<file path="config.mk">
export PLATFORM = sky130hd
export DESIGN_NAME = bitsect_finder
export DESIGN_NICKNAME = d
export VERILOG_FILES = /design/src/rtl/bsf_pkg.sv /design/src/rtl/bsf_chunk_tracker.sv /design/src/rtl/bsf_sig_match.sv /design/src/rtl/bsf_walker.sv /design/src/rtl/bitsect_finder.sv
export SDC_FILE = /design/constraint.sdc
export NUM_CORES = 1
export LEC_CHECK = 0
export BUFFER_PORTS_ARGS = -buffer_cell sky130_fd_sc_hd__buf_4
export CAP_MARGIN = 20
export CORE_UTILIZATION = 50
export DETAILED_ROUTE_END_ITERATION = 7
export GPL_TIMING_DRIVEN = 0
export PLACE_DENSITY_LB_ADDON = 0.25
export SYNTH_ARGS = -nofsm -noshare
export SYNTH_HDL_FRONTEND = slang
export SYNTH_SLANG_ARGS = --single-unit
</file>
<file path="constraint.sdc">
create_clock -name clk -period 2.4 [get_ports clk]
set_input_delay 0.48 -clock clk [delete_from_list [all_inputs] [get_ports clk]]
set_output_delay 0.48 -clock clk [all_outputs]
set_load 0.02 [all_outputs]
</file>
<file path="src/rtl/bsf_pkg.sv">
package bsf_pkg;

  typedef enum logic [2:0] {
    W_IDLE,
    W_SIG,
    W_TAG,
    W_LEN,
    W_SKIP,
    W_BODY
  } walk_t;

  localparam int SIG_BYTES = 13;
  localparam logic [7:0] TAG_FIRST = 8'h61;
  localparam logic [7:0] TAG_LAST  = 8'h65;
  localparam logic [7:0] TAG_WIDE  = 8'h65;

  function automatic logic [7:0] sig_byte(input logic [3:0] i);
    logic [7:0] b;
    case (i)
      4'd1:                    b = 8'h09;
      4'd2, 4'd4, 4'd6, 4'd8:  b = 8'h0F;
      4'd3, 4'd5, 4'd7, 4'd9:  b = 8'hF0;
      4'd12:                   b = 8'h01;
      default:                 b = 8'h00;
    endcase
    return b;
  endfunction

endpackage

</file>
<file path="src/rtl/bsf_chunk_tracker.sv">
module bsf_chunk_tracker #(
  parameter int N_IMG       = 2,
  parameter int CHUNK_BYTES = 288,
  parameter int SEL_W       = 2
) (
  input  logic             clk,
  input  logic             rst,
  input  logic             restart,
  input  logic             step,
  input  logic [SEL_W-1:0] img_sel,
  output logic             hit
);
  localparam int POS_W = (CHUNK_BYTES > 1) ? $clog2(CHUNK_BYTES) : 1;
  localparam int IMG_W = (N_IMG > 1) ? $clog2(N_IMG) : 1;

  logic [POS_W-1:0] pos;
  logic [IMG_W-1:0] cur;
  logic             wrap;

  assign wrap = (pos == POS_W'(CHUNK_BYTES - 1));

  always_ff @(posedge clk) begin
    if (rst || restart) begin
      pos <= '0;
    end else if (step) begin
      pos <= wrap ? '0 : pos + 1'b1;
    end
  end

  generate
    if (N_IMG > 1) begin : g_rot
      always_ff @(posedge clk) begin
        if (rst || restart) begin
          cur <= '0;
        end else if (step && wrap) begin
          cur <= (cur == IMG_W'(N_IMG - 1)) ? '0 : cur + 1'b1;
        end
      end
    end else begin : g_single
      assign cur = '0;
    end
  endgenerate

  assign hit = ({{(32-IMG_W){1'b0}}, cur} + 32'd1) == {{(32-SEL_W){1'b0}}, img_sel};

endmodule

</file>
<file path="src/rtl/bsf_sig_match.sv">
module bsf_sig_match
  import bsf_pkg::*;
(
  input  logic       clk,
  input  logic       rst,
  input  logic       restart,
  input  logic       step,
  input  logic [7:0] data,
  output logic       last,
  output logic       fail
);
  logic [3:0] idx;
  logic       mism;

  always_ff @(posedge clk) begin
    if (rst || restart) begin
      idx  <= '0;
      mism <= 1'b0;
    end else if (step && !last) begin
      idx  <= idx + 1'b1;
      mism <= fail;
    end
  end

  assign last = (idx == 4'(SIG_BYTES - 1));
  assign fail = mism | (data != sig_byte(idx));

endmodule

</file>
<file path="src/rtl/bsf_walker.sv">
module bsf_walker
  import bsf_pkg::*;
#(
  parameter int HDR_LIMIT = 100,
  parameter int SHORT_MAX = 255,
  parameter int LEN_W     = 32
) (
  input  logic             clk,
  input  logic             rst,
  input  logic             restart,
  input  logic             req_valid,
  input  logic [7:0]       req_tag,
  input  logic             req_fwd,
  input  logic             take,
  input  logic [7:0]       data,
  input  logic             sig_last,
  input  logic             sig_fail,
  output logic             sig_step,
  output logic             accept,
  output logic             busy,
  output logic             found,
  output logic             error,
  output logic [LEN_W-1:0] sect_len,
  output logic             out_valid,
  output logic [7:0]       out_data
);
  localparam int CW = $clog2(HDR_LIMIT + 8);

  walk_t            st;
  logic [7:0]       tag_q;
  logic [7:0]       want_q;
  logic             fwd_q;
  logic [CW-1:0]    hcnt;
  logic [LEN_W-1:0] acc;
  logic [LEN_W-1:0] rem;
  logic [1:0]       lcnt;
  logic             sig_ok;
  logic             sig_bad;
  logic             spent;
  logic [LEN_W-1:0] acc_n;

  assign spent    = (hcnt >= CW'(HDR_LIMIT));
  assign busy     = (st != W_IDLE);
  assign accept   = busy && !restart && !(((st == W_TAG) || (st == W_SKIP)) && spent);
  assign sig_step = take && (st == W_SIG);
  assign acc_n    = {acc[LEN_W-9:0], data};

  always_ff @(posedge clk) begin
    if (rst || restart) begin
      st        <= W_IDLE;
      tag_q     <= '0;
      want_q    <= '0;
      fwd_q     <= 1'b0;
      hcnt      <= '0;
      acc       <= '0;
      rem       <= '0;
      lcnt      <= '0;
      sig_ok    <= 1'b0;
      sig_bad   <= 1'b0;
      found     <= 1'b0;
      error     <= 1'b0;
      sect_len  <= '0;
      out_valid <= 1'b0;
      out_data  <= '0;
    end else begin
      out_valid <= 1'b0;
      case (st)
        W_IDLE: begin
          if (req_valid) begin
            found  <= 1'b0;
            error  <= 1'b0;
            want_q <= req_tag;
            fwd_q  <= req_fwd;
            hcnt   <= '0;
            if (sig_bad)     error <= 1'b1;
            else if (sig_ok) st    <= W_TAG;
            else             st    <= W_SIG;
          end
        end
        W_SIG: begin
          if (take && sig_last) begin
            if (sig_fail) begin
              sig_bad <= 1'b1;
              error   <= 1'b1;
              st      <= W_IDLE;
            end else begin
              sig_ok <= 1'b1;
              st     <= W_TAG;
            end
          end
        end
        W_TAG: begin
          if (spent) begin
            error <= 1'b1;
            st    <= W_IDLE;
          end else if (take) begin
            hcnt  <= hcnt + 1'b1;
            tag_q <= data;
            if ((data < TAG_FIRST) || (data > TAG_LAST)) begin
              error <= 1'b1;
              st    <= W_IDLE;
            end else begin
              lcnt <= (data == TAG_WIDE) ? 2'd3 : 2'd1;
              acc  <= '0;
              st   <= W_LEN;
            end
          end
        end
        W_LEN: begin
          if (take) begin
            hcnt <= hcnt + 1'b1;
            acc  <= acc_n;
            lcnt <= lcnt - 1'b1;
            if (lcnt == 2'd0) begin
              rem <= acc_n;
              if ((tag_q != TAG_WIDE) && (acc_n > LEN_W'(SHORT_MAX))) begin
                error <= 1'b1;
                st    <= W_IDLE;
              end else if (tag_q == want_q) begin
                found    <= 1'b1;
                sect_len <= acc_n;
                st       <= (acc_n == '0) ? W_IDLE : W_BODY;
              end else begin
                st <= (acc_n == '0) ? W_TAG : W_SKIP;
              end
            end
          end
        end
        W_SKIP: begin
          if (spent) begin
            error <= 1'b1;
            st    <= W_IDLE;
          end else if (take) begin
            hcnt <= hcnt + 1'b1;
            rem  <= rem - 1'b1;
            if (rem == LEN_W'(1)) st <= W_TAG;
          end
        end
        W_BODY: begin
          if (take) begin
            rem       <= rem - 1'b1;
            out_valid <= fwd_q;
            out_data  <= data;
            if (rem == LEN_W'(1)) st <= W_IDLE;
          end
        end
        default: st <= W_IDLE;
      endcase
    end
  end

endmodule

</file>
<file path="src/rtl/bitsect_finder.sv">
module bitsect_finder #(
  parameter int N_IMG       = 2,
  parameter int CHUNK_BYTES = 288,
  parameter int HDR_LIMIT   = 100,
  parameter int SHORT_MAX   = 255,
  parameter int LEN_W       = 32,
  parameter int SEL_W       = $clog2(N_IMG + 1)
) (
  input  logic             clk,
  input  logic             rst,
  input  logic             restart,
  input  logic [SEL_W-1:0] img_sel,
  input  logic             in_valid,
  input  logic [7:0]       in_data,
  output logic             in_ready,
  input  logic             req_valid,
  input  logic [7:0]       req_tag,
  input  logic             req_fwd,
  output logic             busy,
  output logic             found,
  output logic             error,
  output logic [LEN_W-1:0] sect_len,
  output logic             out_valid,
  output logic [7:0]       out_data
);
  logic step;
  logic hit;
  logic take;
  logic sig_step;
  logic sig_last;
  logic sig_fail;

  assign step = in_valid && in_ready;
  assign take = step && hit;

  bsf_chunk_tracker #(
    .N_IMG      (N_IMG),
    .CHUNK_BYTES(CHUNK_BYTES),
    .SEL_W      (SEL_W)
  ) i_track (
    .clk    (clk),
    .rst    (rst),
    .restart(restart),
    .step   (step),
    .img_sel(img_sel),
    .hit    (hit)
  );

  bsf_sig_match i_sig (
    .clk    (clk),
    .rst    (rst),
    .restart(restart),
    .step   (sig_step),
    .data   (in_data),
    .last   (sig_last),
    .fail   (sig_fail)
  );

  bsf_walker #(
    .HDR_LIMIT(HDR_LIMIT),
    .SHORT_MAX(SHORT_MAX),
    .LEN_W    (LEN_W)
  ) i_walk (
    .clk      (clk),
    .rst      (rst),
    .restart  (restart),
    .req_valid(req_valid),
    .req_tag  (req_tag),
    .req_fwd  (req_fwd),
    .take     (take),
    .data     (in_data),
    .sig_last (sig_last),
    .sig_fail (sig_fail),
    .sig_step (sig_step),
    .accept   (in_ready),
    .busy     (busy),
    .found    (found),
    .error    (error),
    .sect_len (sect_len),
    .out_valid(out_valid),
    .out_data (out_data)
  );

endmodule

</file>
After elaboration in Yosys (flattened, before gate mapping). Memories as Yosys holds them, arrays and structs flattened. A register that Yosys moved wholly into a read port is not among the register bits. Index checks and enable logic that the tools add are counted.

Flip-flop bits (word level): 145. Bits in read-only memories: 128. Input bits: 24. Memories kept: 1.

Equality and inequality tests: 34. $lt $le $gt $ge: 4. Reductions and logical operators: 39. Multiplexer cells: 62. $add $sub $neg: 7. Bitwise logic cells: 6.

Memories: (name not given) (words 16, width 8, rd ports 1, clocked after Yosys merged registers in 1, write ports 0, RTL line bsf_pkg.sv:19) `case (i)`.

Operator list (number): $mux W32 (4); $mux W24 (4); $pmux W32 S3 (1); $mux W3 (16); $pmux W24 S2 (1); $eq A32 B1 Y1 const B (1); $eq A32 B2 Y1 (1); $gt A32 B8 Y1 const B (1); $logic_not A32 Y1 (1); $sub A32 B1 Y32 const B (1); $mux W7 (3); $pmux W7 S3 (1); $reduce_and A10 Y1 (2); $ne A2 B2 Y1 const B (9); $pmux W3 S6 (1); $mux W1 (17); $mux W2 (8); $ne A2 B1 Y1 const B (8); $reduce_and A3 Y1 (4); $logic_and A1 B1 Y1 (10); $reduce_and A5 Y1 (2); $add A9 B1 Y9 const B (1); $eq A9 B9 Y1 const B (1); $mux W9 (1); other kinds (36) (53).

Logic depth before layout (Yosys ltp). Gate-level depths: netlist of the first run.

Word-level depth: 11. Mapped depth: 11. Gate-level depth less buffers: 11.

Cells and area by module. A second synthesis of the first run with hierarchy kept.

Cells, all modules: 920. Area total of the unflattened synthesis: 7333.3 sq um.

Modules (own cells, without submodules): bsf_walker (cells each 794, instances 1, area each 6172.2 sq um, sequential area each 2602.5 sq um); bsf_sig_match (cells each 67, instances 1, area each 621.8 sq um, sequential area each 180.2 sq um); bsf_chunk_tracker (cells each 57, instances 1, area each 526.8 sq um, sequential area each 200.2 sq um); bitsect_finder (cells each 2, instances 1, area each 12.5 sq um, sequential area each 0.0 sq um).

Worst setup path before layout of the first run. No wires, ideal clock.

Path type: input -> register. From: in in_data[0]. To: reg i_walk.st[1]. Library setup time: 86 ps. Setup slack: 91 ps. Path buffers: 1. Cell stages on the path: 6. Arrival: 2224 ps. Data required time: 2314 ps. Cell sequence: clkbuf_1 -> or4_1 -> or4_1 -> or3_1 -> o311a_1 -> a211oi_1.

Word-level cells in the longest chain between the ends: 7.

RTL lines: start: declaration (RTL line bitsect_finder.sv:14) `input logic [7:0] in_data,`; branches (longest 6 deep; another with $gt A32 B8 Y1); $pmux W3 S6 * (RTL line bsf_walker.sv:67) `case (st)`; end signal: assignment (RTL line bsf_walker.sv:122) `st <= (acc_n == '0) ? W_IDLE : W_BODY;`; end signal: assignment (RTL line bsf_walker.sv:124) `st <= (acc_n == '0) ? W_TAG : W_SKIP;`; end: declaration (RTL line bsf_walker.sv:29) `walk_t st;`.

Every way passes the cells marked *. The select of a mux whose other input is x is not followed. A chain may end at the register's enable or synchronous reset.

Worst setup path after layout of the first run.
From: reg i_walk.rem[6]. To: reg i_walk.st[1].

Word-level cells in the longest chain between the ends: 3.

RTL lines: start: declaration (RTL line bsf_walker.sv:35) `logic [LEN_W-1:0] rem;`; start signal: assignment (RTL line bsf_walker.sv:115) `rem <= acc_n;`; start signal: assignment (RTL line bsf_walker.sv:135) `rem <= rem - 1'b1;`; start signal: assignment (RTL line bsf_walker.sv:141) `rem <= rem - 1'b1;`; $eq A32 B1 Y1 * (RTL line bsf_walker.sv:136, bsf_walker.sv:144); $ne A3 B2 Y1 (no source line) / $ne A2 B1 Y1 (equally long branches); $reduce_and A10 Y1 (no source line) *.

Every way passes the cells marked *; elsewhere a longest branch is shown, timed or not.

==> flow_summary.json, run 1 <==
{
  "grt_overflow": 0,
  "vias": 6740,
  "synthCells": 839,
  "slew_violations": 0,
  "ys_async_sr_fraction": 0,
  "dp_hpwl_um": 14080,
  "area_growth_pct": 22.55,
  "crit_path_end_kind": "flop",
  "rsz0062_at_grt": "yes",
  "ys_ff_latch": 149,
  "gp_congestion": 0.9343,
  "leakagePower_nw": 3.497,
  "num-nets-final": 963,
  "timing.fmax_mhz": 424.9,
  "syn-num-nets": 875,
  "finalSetupViolations": 0,
  "htreeDepth": 4,
  "cts_hold_buf": 0,
  "path_class": "reg2reg",
  "yosys.area_share.xor_xnor": 0.02863,
  "ir_drop_uv": 515.5,
  "diodes": 0,
  "synth.area.top_cells": "dfxtp_1 42%, mux2i_1 7.5%, nor2_1 7.2%, nand2_1 4.4%, a21oi_1 3.8%",
  "fin_ws_ps": 46.34,
  "grt_pass1_vias": 6214,
  "postRouteAntennaNets": 0,
  "die_h_um": 120.6,
  "muxShareOfSynthArea": 0.07539,
  "fin_crit_sh": 0.9807,
  "status": "completed",
  "rows": 42,
  "drc": 0,
  "portBuffers": 63,
  "clk_pin_slew_ps": 70,
  "min_from": "req_tag[2]",
  "die_w_um": 120.6,
  "grtUsageTotal": 0.2919,
  "grt_max_degree": 17,
  "first_iter_violations": 659,
  "drive_above_1_share": 0.1745,
  "wl_per_cell_um": 18.64,
  "fin_tns_setup_ps": 0,
  "synth_area_mm2": 0.007037,
  "tightest_slew_ps": 995.2,
  "r2r_slack_ps": 50,
  "insertion_delay_ps": 430,
  "wl_um": 20800,
  "synth_top_area_frac": 0.4239,
  "timing.hold.ws_ps": 296.0,
  "total_power_mw": 5.578,
  "hp-class": "in2reg",
  "period_needed_ps": 2354,
  "synth-main-ff-cell": "dfxtp_1",
  "max_slew_margin": 0.3341,
  "numCtsBuffers": 17,
  "grt_pass1_wl_um": 32890,
  "cap_violations": 0,
  "vias_per_cell": 6.039,
  "io_pins": 69,
  "required_ps": 2710,
  "yosys.area.top_type": "dfxtp_1",
  "yosys.area_share.adder": 0.02276,
  "fin_skew_ps": 6.789,
  "synth_compound_area_frac": 0.1881,
  "root_buffer": "clkbuf_16",
  "synth.most_common_cell": "dfxtp_1",
  "r2r-start": "i_walk.rem[6]",
  "start_util": 0.5210,
  "synth_cell_types": 64,
  "worstPathMaxFanout": 5,
  "powerDensity_mw_per_mm2": 646.8,
  "final_hold_viol_count": 0,
  "grt_antenna_before_repair": 0,
  "worstPathArrival_ps": 2660,
  "worstHoldPathCells": 3,
  "timing.rr.end": "i_walk.st[1]",
  "synth_commonest_cells": "149 x dfxtp_1, 135 x nor2_1, 83 x nand2_1",
  "worst_hold_path.endpoint": "i_walk.want_q[2]",
  "clock_path_buffers": 2,
  "synth_edf_count": 0,
  "core_mm2": 0.01351,
  "start_kind": "flop",
  "ys_seq_area_frac": 0.4239,
  "first_pass_iters": 6,
  "yosys_warnings": 0,
  "dieArea_mm2": 0.01455,
  "cts_sinks": 149,
  "synth_top_family_by_area": "simple AND/OR/NAND/NOR gates",
  "cts_tree": "done",
  "rr_worst_depth": 7,
  "synthSimpleGateAreaFrac": 0.2187,
  "avgSynthCellArea_um2": 8.387,
  "post-place-ws_ps": -462.5
}
-- cells by family (layout without fill, tap and decap cells) --
family | count (synthesis) | after routing
AO/OA/AOI/OAI | 200 | 200
buffers and inverters | 73 | 174
flip-flops | 149 | 149
AND/OR/NAND/NOR | 328 | 328
XOR/XNOR | 23 | 23
adder cells (fa/ha/maj) | 13 | 13
multiplexers | 53 | 53
-- layout by cell type, fill, tap and decap left out, drive strengths merged, types with 6 or more instances in the layout --
cell      n
mux2i    53
nor3     21
a22oi    28
or3      11
nand4     8
a21oi    54
and3      6
o31ai     9
inv      25
ha       12
nand3    15
o21ai    38
or4       7
clkbuf   58
nor4     13
nor2    135
a211oi   17
xor2      7
o22ai     8
nand2    83
dfxtp   149
buf      83
xnor2    16
-- stage by stage --
stage,instance area (µm²),utilization,cells
6_report,8623,0.6385,1116
5_1_grt,8623,0.6385,1116
4_1_cts,8443,0.6252,1112
3_5_place_dp,7730,0.5724,1078
3_3_place_gp,7730,0.5724,1078
2_1_floorplan,7037,-,839
-- state kept, by name, indices dropped and copies added, names as in the netlist, 7 cells and up, named ones only --
| signal | count |
|---|---|
| i_walk.want_q | 8 |
| i_walk.tag_q | 8 |
| i_walk.rem | 32 |
| i_walk.acc | 24 |
| i_walk.out_data | 8 |
| i_walk.hcnt | 7 |
| i_track.pos | 9 |
| i_walk.sect_len | 32 |
-- area by class of cell --
cell class / instances / area, µm²
tap: 176 / 220.2
clock inverter: 15 / 187.7
inverter: 18 / 67.56
multi-input combinational: 617 / 3949
clock buffer: 17 / 425.4
fill: 1130 / 4882
buffer: 54 / 260.3
sequential: 149 / 2988
timing repair buffer: 70 / 525.5
-- routing by layer --
layer	global-route usage	vias to the layer above	share of wire
met5	0	-	0
met2	0.4397	332	0.44
li1	-	3188	-
met3	0.08443	42	0.092
met4	0.1103	0	0.026
met1	0.3936	3178	0.44
-- worst max path at each step --
stage / start / endpoint / slack, ps / cells past startpoint
floorplan: in_data[0] / i_walk.st[1] / 90 / 6
global placement: in_data[0] / i_walk.acc[20] / -410 / 7
detailed placement: in_data[0] / i_walk.acc[23] / -460 / 7
finish: i_walk.rem[6] / i_walk.st[1] / 50 / 7
CTS: i_walk.st[1] / flop / 20 / 11
global route: i_walk.rem[6] / i_walk.st[1] / -7 / 7
-- critical path: stages, from the launching register on --
cell and delay [ps]:
dfxtp_4 350, or4_4 540, or3_4 400, buf_4 150
nor4_4 300, a31oi_2 190, nor3_1 210, a211oi_1 90
-- power breakdown --
group / leakage (nW) / switching, mW / internal (mW) / total (mW)
Sequential: 1.20 / 0.0117 / 2.48 / 2.49
Clock: 0.298 / 1.18 / 1.58 / 2.76
Combinational: 2.00 / 0.218 / 0.107 / 0.325
-- what timing repair did --
| item | CTS | global route |
|---|---|---|
| gates resized for setup | 19 | 49 |
| pin swaps | 1 | 3 |
| buffers inserted | 2 | 5 |
| setup endpoints to repair | 87 | 92 |
Power figures use the tool's default switching activity.
==> run 2: changes to the inputs <==
--- a/config.mk
+++ b/config.mk
@@ -10,7 +10,7 @@
 export CORE_UTILIZATION = 50
 export DETAILED_ROUTE_END_ITERATION = 7
 export GPL_TIMING_DRIVEN = 0
-export PLACE_DENSITY_LB_ADDON = 0.25
+export PLACE_DENSITY = 0.83
 export SYNTH_ARGS = -nofsm -noshare
 export SYNTH_HDL_FRONTEND = slang
 export SYNTH_SLANG_ARGS = --single-unit
==> flow_summary.json, run 2 (synthesis results as in run 1) <==
{
  "worstHoldPathCells": 3,
  "io_pins": 69,
  "timing.rr.end": "i_walk.error",
  "post-place-ws_ps": -382.7,
  "ir_drop_uv": 629.3,
  "area_growth_pct": 21.37,
  "dp_hpwl_um": 14080,
  "power.internal_mw": 4.066,
  "crit_top_cell": "o211a_1",
  "layout_commonest_cell": "dfxtp_1",
  "share_seq_of_total_power": 0.464,
  "hp-class": "in2reg",
  "crit_start": "i_walk.st[1]",
  "first_pass_iters": 5,
  "vias": 6892,
  "path_class": "reg2reg",
  "fin_area_mm2": 0.008541,
  "cp_slowest_cell": "o41ai_1",
  "cp_cell_sequence": "nor3_4 > inv_1 > o211a_1 > o41ai_1 > a211oi_1 > o211a_1 > o21a_1",
  "wl_per_cell_um": 18.56,
  "total_power_mw": 5.375,
  "cts_tree": "done",
  "wl_um": 20670,
  "postRouteAntennaNets": 0,
  "max_stage_delay_ps": 740,
  "period_needed_ps": 2358,
  "power_frac_comb": 0.059,
  "cap_violations": 0,
  "worstPathArrival_ps": 2690,
  "p_sw_mw": 1.309,
  "grt_max_degree": 17,
  "crit_path_end_kind": "flop",
  "finalSetupViolations": 0,
  "cts_sinks": 149,
  "num-nets-final": 962,
  "gp_congestion": 0.9436,
  "tightest_slew_ps": 928.2,
  "first_iter_violations": 770,
  "htreeDepth": 4,
  "swShare": 0.2435,
  "start_util": 0.5210,
  "grt_overflow": 0,
  "grtUsageTotal": 0.2878,
  "mostFrequentLayoutCells": "147 x dfxtp_1, 131 x nor2_1, 83 x nand2_1",
  "worstPathMaxFanout": 6,
  "worst_hold_path.endpoint": "i_walk.want_q[5]",
  "root_buffer": "clkbuf_16",
  "slew_violations": 0,
  "numCtsBuffers": 17,
  "rows": 42,
  "max_slew_margin": 0.3789,
  "die_w_um": 120.6,
  "start_kind": "flop",
  "r2r_slack_ps": 40,
  "fin_skew_ps": 10.82,
  "insertion_delay_ps": 440,
  "grt_pass1_vias": 6373,
  "min_from": "req_tag[5]",
  "timing.fmax_mhz": 424.1,
  "top_regs": "i_walk.rem (32), i_walk.sect_len (32), i_walk.acc (24)",
  "vias_per_cell": 6.187,
  "rr_worst_depth": 7,
  "portBuffers": 63,
  "clock_path_buffers": 2,
  "grt_antenna_before_repair": 0,
  "drc": 0,
  "powerDensity_mw_per_mm2": 629.3,
  "leakagePower_nw": 3.441,
  "path_buf_inv": 1,
  "grt_pass1_wl_um": 32590,
  "diodes": 0,
  "final_hold_viol_count": 0,
  "pwr-share-clk": 0.477,
  "path_delay_family": "compound AO/OA/AOI/OAI gates",
  "dieArea_mm2": 0.01455,
  "rsz0062_at_grt": "yes",
  "core_mm2": 0.01351,
  "drive_above_1_share": 0.1706,
  "status": "completed",
  "fin_util": 0.6324,
  "fin_crit_sh": 0.9825,
  "die_h_um": 120.6,
  "clk_pin_slew_ps": 60,
  "cts_hold_buf": 0,
  "required_ps": 2730,
  "fin_tns_setup_ps": 0,
  "place_area_mm2": 0.007730,
  "r2r-start": "i_walk.st[1]",
  "fin_ws_ps": 42.10
}
[run 2: cell count changes in the layout (fill, tap and decap cells not counted), sizes merged]
cell      change
clkbuf        +4
inv           -7
buf           -1
bufinv        -1
clkinvlp      +3
[run 2: layout make-up]
cell class | count | area [µm²]
plain buffers | 52 | 236.5
clock buffers | 21 | 460.4
clock inverters | 10 | 100.1
fillers | 1064 | 4965
inverters | 18 | 67.56
multi-input cells | 617 | 3933
flip-flops and latches | 149 | 2990
well taps | 176 | 220.2
repair buffers | 71 | 533.0
[run 2: metrics by stage]
| step | hold WS, ps | cells |
|---|---|---|
| after floorplan | 431.9 | 839 |
| after global placement | 433.4 | 1078 |
| after detailed placement | 440.4 | 1078 |
| after CTS | 285.3 | 1111 |
| after global routing | 298.9 | 1114 |
| final | 289.6 | 1114 |
[run 2: how the worst max path moves through the flow]
stage,to,cells past startpoint
4_1_cts,i_walk.rem[31],6
3_5_place_dp,i_walk.acc[18],7
2_1_floorplan,i_walk.st[1],6
5_1_grt,flop,10
6_report,i_walk.error,7
3_3_place_gp,i_walk.acc[19],7
[run 2: metal layers]
layer | global-route usage | vias to the layer above | part of all wire
met3 | 0.06604 | 75 | 0.10
li1 | - | 3190 | -
met4 | 0.1412 | 0 | 0.037
met5 | 0 | - | 0
met2 | 0.4519 | 395 | 0.45
met1 | 0.3715 | 3232 | 0.42
[run 2: worst reg2reg max path: stages, from the launching register on]
cell      delay (ps)
dfxtp_1          370
nor3_4           280
inv_1            180
o211a_1          210
o41ai_1          740
a211oi_1         150
o211a_1          170
o21a_1           160
[run 2: power by group through the flow]
| stage | logic [mW] | registers (mW) | clock network [mW] |
|---|---|---|---|
| final | 0.318 | 2.49 | 2.56 |
| after global routing | 0.341 | 2.49 | 2.68 |
| after CTS | 0.300 | 2.49 | 2.56 |
| after detailed placement | 0.296 | 2.55 | 0 |
| after global placement | 0.290 | 2.55 | 0 |
| after floorplan | 0.185 | 2.55 | 0 |
[run 2: repair_timing]
item | in CTS | in global routing
pin swaps | 1 | 6
setup endpoints to repair | 86 | 101
resized for setup | 20 | 40
setup buffers | 2 | 6
